==> src/rtl/e1_mux_pkg.sv <==
package e1_mux_pkg;

  localparam int BYTE_W   = 8;
  localparam int CHAN_N   = 30;
  localparam int SLOT_N   = CHAN_N + 2;
  localparam int SLOT_W   = $clog2(SLOT_N);
  localparam int BIT_W    = $clog2(BYTE_W);
  localparam int SIG_SLOT = CHAN_N / 2 + 1;

  // Alignment word tail (bits 1..7 of slot 0, even frames)
  localparam logic [BYTE_W-2:0] ALIGN_TAIL = 7'b0011011;
  // Non-alignment word tail (bits 2..7 of slot 0, odd frames)
  localparam logic [BYTE_W-3:0] NFAS_TAIL  = 6'b111111;

  // Strobes from the slot controller to the datapath
  typedef struct packed {
    logic              loadSlot;  // enabled edge closes a slot
    logic              shiftBit;  // enabled edge moves to next bit
    logic [SLOT_W-1:0] nextSlot;  // slot that begins after loadSlot
    logic              nextOdd;   // parity of the frame owning nextSlot
  } ctrlStrobe_t;

  // 0-based channel index to time slot
  function automatic logic [SLOT_W-1:0] chanToSlot(input int chan);
    if (chan < SIG_SLOT - 1) return SLOT_W'(chan + 1);
    return SLOT_W'(chan + 2);
  endfunction

endpackage

==> src/rtl/e1_slot_ctrl.sv <==
module e1_slot_ctrl
  import e1_mux_pkg::*;
#(
  parameter int NUM_CHAN = CHAN_N
) (
  input  logic                clk,
  input  logic                rst,
  input  logic                bitEn,
  output ctrlStrobe_t         strobe,
  output logic                frameStart,
  output logic [NUM_CHAN-1:0] chanReq
);

  localparam int NUM_SLOT = NUM_CHAN + 2;
  localparam logic [BIT_W-1:0]  LAST_BIT = BIT_W'(BYTE_W - 1);
  localparam logic [BIT_W-1:0]  PRE_BIT  = BIT_W'(BYTE_W - 2);
  localparam logic [SLOT_W-1:0] LAST_SLT = SLOT_W'(NUM_SLOT - 1);

  logic [BIT_W-1:0]    bitCnt;
  logic [SLOT_W-1:0]   slotCnt;
  logic                oddFrame;
  logic                lastBit;
  logic                preLast;
  logic                lastSlot;
  logic [SLOT_W-1:0]   nextSlot;
  logic [NUM_CHAN-1:0] reqHit;

  assign lastBit  = (bitCnt == LAST_BIT);
  assign preLast  = (bitCnt == PRE_BIT);
  assign lastSlot = (slotCnt == LAST_SLT);
  assign nextSlot = lastSlot ? '0 : slotCnt + 1'b1;

  // One decode per channel: is its slot the next one to begin?
  for (genvar g = 0; g < NUM_CHAN; g++) begin : g_reqDecode
    assign reqHit[g] = (nextSlot == chanToSlot(g));
  end

  always_ff @(posedge clk) begin
    if (rst) begin
      bitCnt   <= '0;
      slotCnt  <= '0;
      oddFrame <= 1'b0;
      chanReq  <= '0;
    end else begin
      chanReq <= '0;
      if (bitEn) begin
        if (lastBit) begin
          bitCnt  <= '0;
          slotCnt <= nextSlot;
          if (lastSlot) oddFrame <= ~oddFrame;
        end else begin
          bitCnt <= bitCnt + 1'b1;
        end
        if (preLast) chanReq <= reqHit;
      end
    end
  end

  always_comb begin
    strobe.loadSlot = bitEn && lastBit;
    strobe.shiftBit = bitEn && !lastBit;
    strobe.nextSlot = nextSlot;
    strobe.nextOdd  = lastSlot ? ~oddFrame : oddFrame;
  end

  assign frameStart = (slotCnt == '0) && (bitCnt == '0);

endmodule

==> src/rtl/e1_slot_datapath.sv <==
module e1_slot_datapath
  import e1_mux_pkg::*;
#(
  parameter int NUM_CHAN = CHAN_N
) (
  input  logic                       clk,
  input  logic                       rst,
  input  ctrlStrobe_t                strobe,
  input  logic                       spareBit,
  input  logic [BYTE_W-1:0]          sigByte,
  input  logic [NUM_CHAN*BYTE_W-1:0] chanData,
  output logic                       serOut
);

  localparam logic [SLOT_W-1:0] SIG_IDX = SLOT_W'(SIG_SLOT);

  logic [BYTE_W-1:0] chanBytes [NUM_CHAN];
  logic [BYTE_W-1:0] payload;
  logic [BYTE_W-1:0] nextByte;
  logic [BYTE_W-1:0] shiftReg;
  logic [BYTE_W-1:0] alignWord;
  logic [BYTE_W-1:0] nfasWord;

  for (genvar g = 0; g < NUM_CHAN; g++) begin : g_unpack
    assign chanBytes[g] = chanData[g*BYTE_W +: BYTE_W];
  end

  assign alignWord = {spareBit, ALIGN_TAIL};
  assign nfasWord  = {spareBit, 1'b1, NFAS_TAIL};

  // Payload select: one compare per channel against the next slot
  always_comb begin
    payload = '0;
    for (int c = 0; c < NUM_CHAN; c++) begin
      if (strobe.nextSlot == chanToSlot(c)) payload = chanBytes[c];
    end
  end

  always_comb begin
    if (strobe.nextSlot == '0)
      nextByte = strobe.nextOdd ? nfasWord : alignWord;
    else if (strobe.nextSlot == SIG_IDX)
      nextByte = sigByte;
    else
      nextByte = payload;
  end

  always_ff @(posedge clk) begin
    if (rst)                  shiftReg <= alignWord;
    else if (strobe.loadSlot) shiftReg <= nextByte;
    else if (strobe.shiftBit) shiftReg <= {shiftReg[BYTE_W-2:0], 1'b0};
  end

  assign serOut = shiftReg[BYTE_W-1];

endmodule

==> src/rtl/e1_frame_mux.sv <==
module e1_frame_mux
  import e1_mux_pkg::*;
#(
  parameter int NUM_CHAN = CHAN_N
) (
  input  logic                       clk,
  input  logic                       rst,
  input  logic                       bitEn,
  input  logic                       spareBit,
  input  logic [BYTE_W-1:0]          sigByte,
  input  logic [NUM_CHAN*BYTE_W-1:0] chanData,
  output logic [NUM_CHAN-1:0]        chanReq,
  output logic                       serOut,
  output logic                       frameStart
);

  ctrlStrobe_t strobe;

  e1_slot_ctrl #(.NUM_CHAN(NUM_CHAN)) u_ctrl (
    .clk       (clk),
    .rst       (rst),
    .bitEn     (bitEn),
    .strobe    (strobe),
    .frameStart(frameStart),
    .chanReq   (chanReq)
  );

  e1_slot_datapath #(.NUM_CHAN(NUM_CHAN)) u_dp (
    .clk     (clk),
    .rst     (rst),
    .strobe  (strobe),
    .spareBit(spareBit),
    .sigByte (sigByte),
    .chanData(chanData),
    .serOut  (serOut)
  );

endmodule

==> config.mk <==
export PLATFORM = sky130hd
export DESIGN_NAME = e1_frame_mux
export DESIGN_NICKNAME = d
export VERILOG_FILES = /design/src/rtl/e1_mux_pkg.sv /design/src/rtl/e1_slot_ctrl.sv /design/src/rtl/e1_slot_datapath.sv /design/src/rtl/e1_frame_mux.sv
export SDC_FILE = /design/constraint.sdc
export NUM_CORES = 1
export LEC_CHECK = 0
export ABC_AREA = 1
export ABC_CLOCK_PERIOD_IN_PS = 3800
export CAP_MARGIN = 20
export CORE_MARGIN = 5
export CORE_UTILIZATION = 35
export DETAILED_ROUTE_END_ITERATION = 10
export PLACE_DENSITY = 0.87
export RECOVER_POWER = 100
export SETUP_SLACK_MARGIN = 0.15
export SLEW_MARGIN = 20
export SYNTH_ARGS = -nofsm -noshare
export SYNTH_HDL_FRONTEND = slang
export SYNTH_SLANG_ARGS = --single-unit
==> constraint.sdc <==
create_clock -name clk -period 3.8 [get_ports clk]
set_clock_uncertainty 0.15 [all_clocks]
set_input_delay 1.14 -clock clk [delete_from_list [all_inputs] [get_ports clk]]
set_output_delay 1.14 -clock clk [all_outputs]
set_load 0.02 [all_outputs]
After elaboration in Yosys (flattened, before gate mapping):

Index checks and enable logic that the tools add are counted.

* bits of input ports: 252
* bits in registers: 47
* output and inout port bits: 32
* logic and storage cells: 95

* equality and inequality tests: 34
* bitwise gates (word level): 3
* multiplexer cells: 39
* reduce and logical (&&, ||, !) cells: 11
* $add $sub $neg: 2

Operator list (count)
* $mux W8: 35
* $eq A5 B5 Y1 const B: 17
* $eq A5 B4 Y1 const B: 8
* $eq A5 B3 Y1 const B: 4
* $eq A5 B2 Y1 const B: 2
* $logic_not A5 Y1: 2
* $mux W7: 1
* $eq A3 B3 Y1 const B: 2
* $add A5 B1 Y5 const B: 1
* $eq A5 B1 Y1 const B: 1
* $mux W5: 1
* $add A3 B1 Y3 const B: 1
* $logic_and A1 B1 Y1: 3
* $logic_not A3 Y1: 1
* $mux W3: 1
* $not A1 Y1: 3
* $reduce_bool A3 Y1: 1
* $reduce_or A3 Y1: 1
* $reduce_and A2 Y1: 1
* $reduce_bool A2 Y1: 1
* $logic_not A1 Y1: 1
* $mux W1: 1

Longest topological paths before layout:

* word-level depth: 37
* mapped depth: 51
* depth with buffers taken out: 49

Cells and area by module:

From an unflattened synthesis, not the netlist that was laid out.

* cell total of the unflattened synthesis: 781
* area, all modules: 4300.4 sq um

Modules (own cells, without submodules)
* e1_slot_datapath: times used 1, cells an instance 630, area each 2895.3 sq um, sequential area each 170.2 sq um
* e1_slot_ctrl: times used 1, cells an instance 151, area each 1405.1 sq um, sequential area each 780.7 sq um

Least setup slack after synthesis:

OpenSTA, ideal clock, no wires.

* kind: flip-flop to flip-flop
* from: register u_ctrl.slotCnt[0]
* to: register u_dp.shiftReg[7], data pin
* buffers on the path: 2
* data required time: 3398 ps
* period minus slack after synthesis: 3655 ps
* arrival: 3253 ps
* stages on the path, launching flop included: 47
* setup slack: 145 ps
* setup time: 252 ps
* path through: dfxtp_1 ha_1 buf_6 nand2_2 nor2_1 ha_1 inv_1 nand2_1 nor2_4 nand2_2 nor2_2 inv_2 nor2_4 inv_2 buf_6 nor2_1 nor2_1 nand2_1 [... 11 more ...] nand2_1 nand2_1 nand2_1 nand2_1 nand2_1 nand2_1 nand2_1 nand2_1 nand2_1 nand2_1 nand2_1 nand2_1 nand2_1 nand2_1 nand2_1 nand2_1 nand2_1 nand2_1

* cells in the longest elaborated chain, start to end: 37
* elaborated cells on any way between the ends: 69
* those cells by class: 1 x add/sub; 32 x eq/ne; 35 x mux; 1 x reduce/logical

Ends and longest elaborated chain
* from (decl): RTL line e1_slot_ctrl.sv:20 `logic [SLOT_W-1:0] slotCnt;`
* from (signal assigned): RTL line e1_slot_ctrl.sv:49 `slotCnt <= nextSlot;`
* $add A5 B1 Y5 / $eq A5 B5 Y1 (equally long branches): RTL line e1_slot_ctrl.sv:31, e1_slot_ctrl.sv:30
* $mux W5 (*): RTL line e1_slot_ctrl.sv:31 `assign nextSlot = lastSlot ? '0 : slotCnt + 1'b1;`
* $eq A5 B1 Y1: RTL line e1_slot_datapath.sv:35 `if (strobe.nextSlot == chanToSlot(c)) payload = chanBytes[c];`
* $mux W8 (30 in a row): RTL line e1_slot_datapath.sv:35
* $mux W8: RTL line e1_slot_datapath.sv:42 `else if (strobe.nextSlot == SIG_IDX)`
* $mux W8 (*): RTL line e1_slot_datapath.sv:40 `if (strobe.nextSlot == '0)`
* $mux W8 (*): RTL line e1_slot_datapath.sv:50 `else if (strobe.loadSlot) shiftReg <= nextByte;`
* $mux W8 (*): RTL line e1_slot_datapath.sv:49 `if (rst) shiftReg <= alignWord;`
* to (signal assigned): RTL line e1_slot_datapath.sv:49
* to (signal assigned): RTL line e1_slot_datapath.sv:50
* to (signal assigned): RTL line e1_slot_datapath.sv:51 `else if (strobe.shiftBit) shiftReg <= {shiftReg[BYTE_W-2:0], 1'b0};`
* to (decl): RTL line e1_slot_datapath.sv:20 `logic [BYTE_W-1:0] shiftReg;`

Mark *: on every way between the ends. The rest lies on a longest branch, timed or not.
A chain may end at the register's enable or synchronous reset.

Worst setup path in the final report:

* from: register u_ctrl.slotCnt[0]
* to: register u_dp.shiftReg[2]

* cells in the longest elaborated chain, start to end: 36
* elaborated cells on any way between the ends: 70
* those cells by class: 1 x add/sub; 32 x eq/ne; 36 x mux; 1 x reduce/logical

Ends and longest elaborated chain (RTL line)
* $add A5 B1 Y5 / $eq A5 B5 Y1 (equally long branches): e1_slot_ctrl.sv:31, e1_slot_ctrl.sv:30
* $mux W5: e1_slot_ctrl.sv:31
* $eq A5 B1 Y1: e1_slot_datapath.sv:35
* $mux W8 (30 in a row): e1_slot_datapath.sv:35
* $mux W8: e1_slot_datapath.sv:42
* $mux W8 (*): e1_slot_datapath.sv:40
* $mux W8 (*): e1_slot_datapath.sv:50

Marks and branches as above.

==> flow_summary.ini <==
[setup_path]
max_stage_delay_ps = 360
path_max_fanout = 6
slowest_stage = dfxtp_2
rr_worst_depth = 46
critPathKind = reg2reg
worstSetupStartpointType = register
cp_common_cell = nand2_1
end_kind = register
arrival_ps = 4090
cp.required_ps = 3910

[sta]
holdWs_ps = 311.3
timing.final.ws_setup_ps = -174.0
period_needed_ps = 3974
slew_violations = 0
finalCritPeriodShare_pct = 104.6
max_freq_ghz = 0.2516
slew_headroom_pct = 32.61
finalSetupViolCount = 7
tightestPinTransition_ps = 1011
hold_viol = 0
rsz0062_at_grt = true

[yosys]
synth_top_area_share_pct = 29.20
syn_area_per_cell_um2 = 5.169
syn_area_mm2 = 0.004858
yosysSeqAreaShare_pct = 19.57
syn_inst = 940
ys_top_cells_by_area = nand2_1, dfxtp_1, inv_1
yosysWarnings = 0
synth_nets = 1201
synth_top_area_cell = nand2_1
muxShareOfSynthArea_pct = 0
synth_top_family_by_area = simple AND/OR/NAND/NOR gates
synth_compound_area_share_pct = 13.62
synth_fa_ha_area_share_pct = 2.318
synth-seq-cells = 47
synth_cell_types = 31
synth_xor_area_share_pct = 0.1803
synthSimpleGateAreaFrac_pct = 49.21

[clock_network]
cts_max_path_buffers = 2
cts-root-buf = clkbuf_16
cts_tree = built
htree_levels = 2
holdBufCountCts = 0
path_clk_slew_ps = 80
cts_made_buffers = 5
numClockSinks = 47
clkLatencyLatePin_ps = 310

[power_and_ir_drop]
leakage_nw = 4.197
ir_worst_vdd_mv = 0.1555
p_per_area_mw_per_mm2 = 158.3
totalPowerFinal_w = 0.001376

[global_route]
grt_pass1_vias = 6545
grt_max_degree = 19
grt_pass1_wl_um = 32540
antenna_found_initial = 0
track_usage_pct = 24.94
overflow = 0

[floorplanning]
die_h_um = 127.8
die_area_mm2 = 0.01634
rows = 43
floorplan.initialDensity_pct = 35.27
die_w_um = 127.8
ioPinCount = 284
core_area_mm2 = 0.01377

[place]
post_dp_cell_area_mm2 = 0.008228
port_buffers = 283
place.gp.congestion = 0.9774
detailed_place_hpwl_um = 17470

[drt]
wire_per_inst_um = 14.87
drc = 0
vias = 6833
drt_iter0_markers = 407
dr.pass1.iters = 7
finalWirelength_um = 21670
ant_nets = 0
viasPerCell = 4.687

[cells_and_area]
n_fill_cell = 1298
area_growth_pct = 78.99
finish.instance_area_mm2 = 0.008696
drive_gt1_share_pct = 13.62
layout_commonest_cell = nand2_1
antenna_cells = 0
final_util_pct = 63.14
nNetsFinal = 1538
final_cell_mix = nand2_1, clkdlybuf4s50_1, inv_1

[outcome]
violations = negative setup slack
status = complete, but fails checks

[flow_run]
drv_cap = 0

[hold_path]
hold_depth = 2
min_path_type = reg2reg
power by group:
group | internal, W | switching, W
Sequential | 0.000502 | 0.00000518
Combinational | 0.000266 | 0.000112
Clock | 0.000250 | 0.000241
registers in the layout, summed over array words and instances, names as in the netlist:
name,cells
u_ctrl.slotCnt,5
u_ctrl.chanReq,30
u_ctrl.oddFrame,1
u_dp.shiftReg,8
u_ctrl.bitCnt,3
cell usage after synthesis:
| cell | count |
|---|---|
| a221oi_1 | 1 |
| nand3b_1 | 3 |
| o21ai_1 | 6 |
| clkbuf_1 | 13 |
| nor2_1 | 98 |
| nand4_1 | 3 |
| or2_2 | 24 |
| nor3_1 | 3 |
| a211oi_1 | 2 |
| o21ai_0 | 64 |
| ha_1 | 9 |
| buf_4 | 5 |
| or2_0 | 1 |
| nand3_1 | 44 |
| xor2_1 | 1 |
| dfxtp_1 | 46 |
| nand2_1 | 378 |
| nor2_4 | 6 |
| nand2_2 | 4 |
| o21bai_1 | 3 |
| inv_1 | 144 |
| edfxtp_1 | 1 |
| nand3_2 | 3 |
| inv_2 | 9 |
| a21oi_1 | 50 |
| o211ai_1 | 2 |
| nor2_2 | 5 |
| buf_1 | 1 |
| buf_2 | 7 |
| nand3_4 | 1 |
| buf_6 | 3 |
final timing paths:
kind	from	endpoint	slack (ps)
max	u_ctrl.slotCnt[0]	u_dp.shiftReg[2]	-170
min	u_dp.shiftReg[6]	u_dp.shiftReg[6]	310
max reg2reg	u_ctrl.slotCnt[0]	u_dp.shiftReg[2]	-170
min reg2reg	u_dp.shiftReg[6]	u_dp.shiftReg[6]	310
layout make-up:
class / count / area (µm²) / share of cell area, %
Clock buffer: 5 / 125.1 / 1.439
Clock inverter: 3 / 25.02 / 0.2878
Inverter: 153 / 576.8 / 6.633
Multi-Input combinational cell: 711 / 3371 / 38.76
Sequential cell: 47 / 953.4 / 10.96
Tap cell: 180 / 225.2 / 2.590
Timing Repair Buffer: 359 / 3420 / 39.32
timing repair:
action	4_1_cts	5_1_grt
resized for setup	24	30
setup endpoints to repair	8	9
endpoints found under the hold margin	0	0
cloned	0	0
buffers inserted	10	5
pin swaps	31	47
stage by stage:
stage | setup TNS [ps] | setup WS (ps) | instances
3_3_place_gp | -996.6 | -225.1 | 1435
5_1_grt | -3984 | -584.3 | 1458
4_1_cts | -795.7 | -143.2 | 1453
3_5_place_dp | -1422 | -262.7 | 1435
6_report | -773.3 | -174.0 | 1458
2_1_floorplan | 0 | 183.0 | 940
cell families after synthesis:
group	after synthesis
adder cells (fa/ha/maj)	9
XOR/XNOR	1
AO/OA/AOI/OAI	128
AND/OR/NAND/NOR	573
buffers and inverters	182
flip-flops	47
per-layer routing:
metal / vias to the layer above / global-route usage [%] / part of all wire [%]
met2: 313 / 44.18 / 48
li1: 3528 / - / -
met5: - / 0 / 0
met3: 48 / 6.000 / 9.1
met1: 2944 / 29.76 / 40
met4: 0 / 7.553 / 2.8
critical path: cells and delay by family, from the launching register on:
kind / cells / cell delay [ps]
adders and majority gates: 2 / 310
buffers and inverters: 4 / 420
DFF: 1 / 360
and+or+nand+nor: 40 / 2640
(Power assumes the default switching activity.)
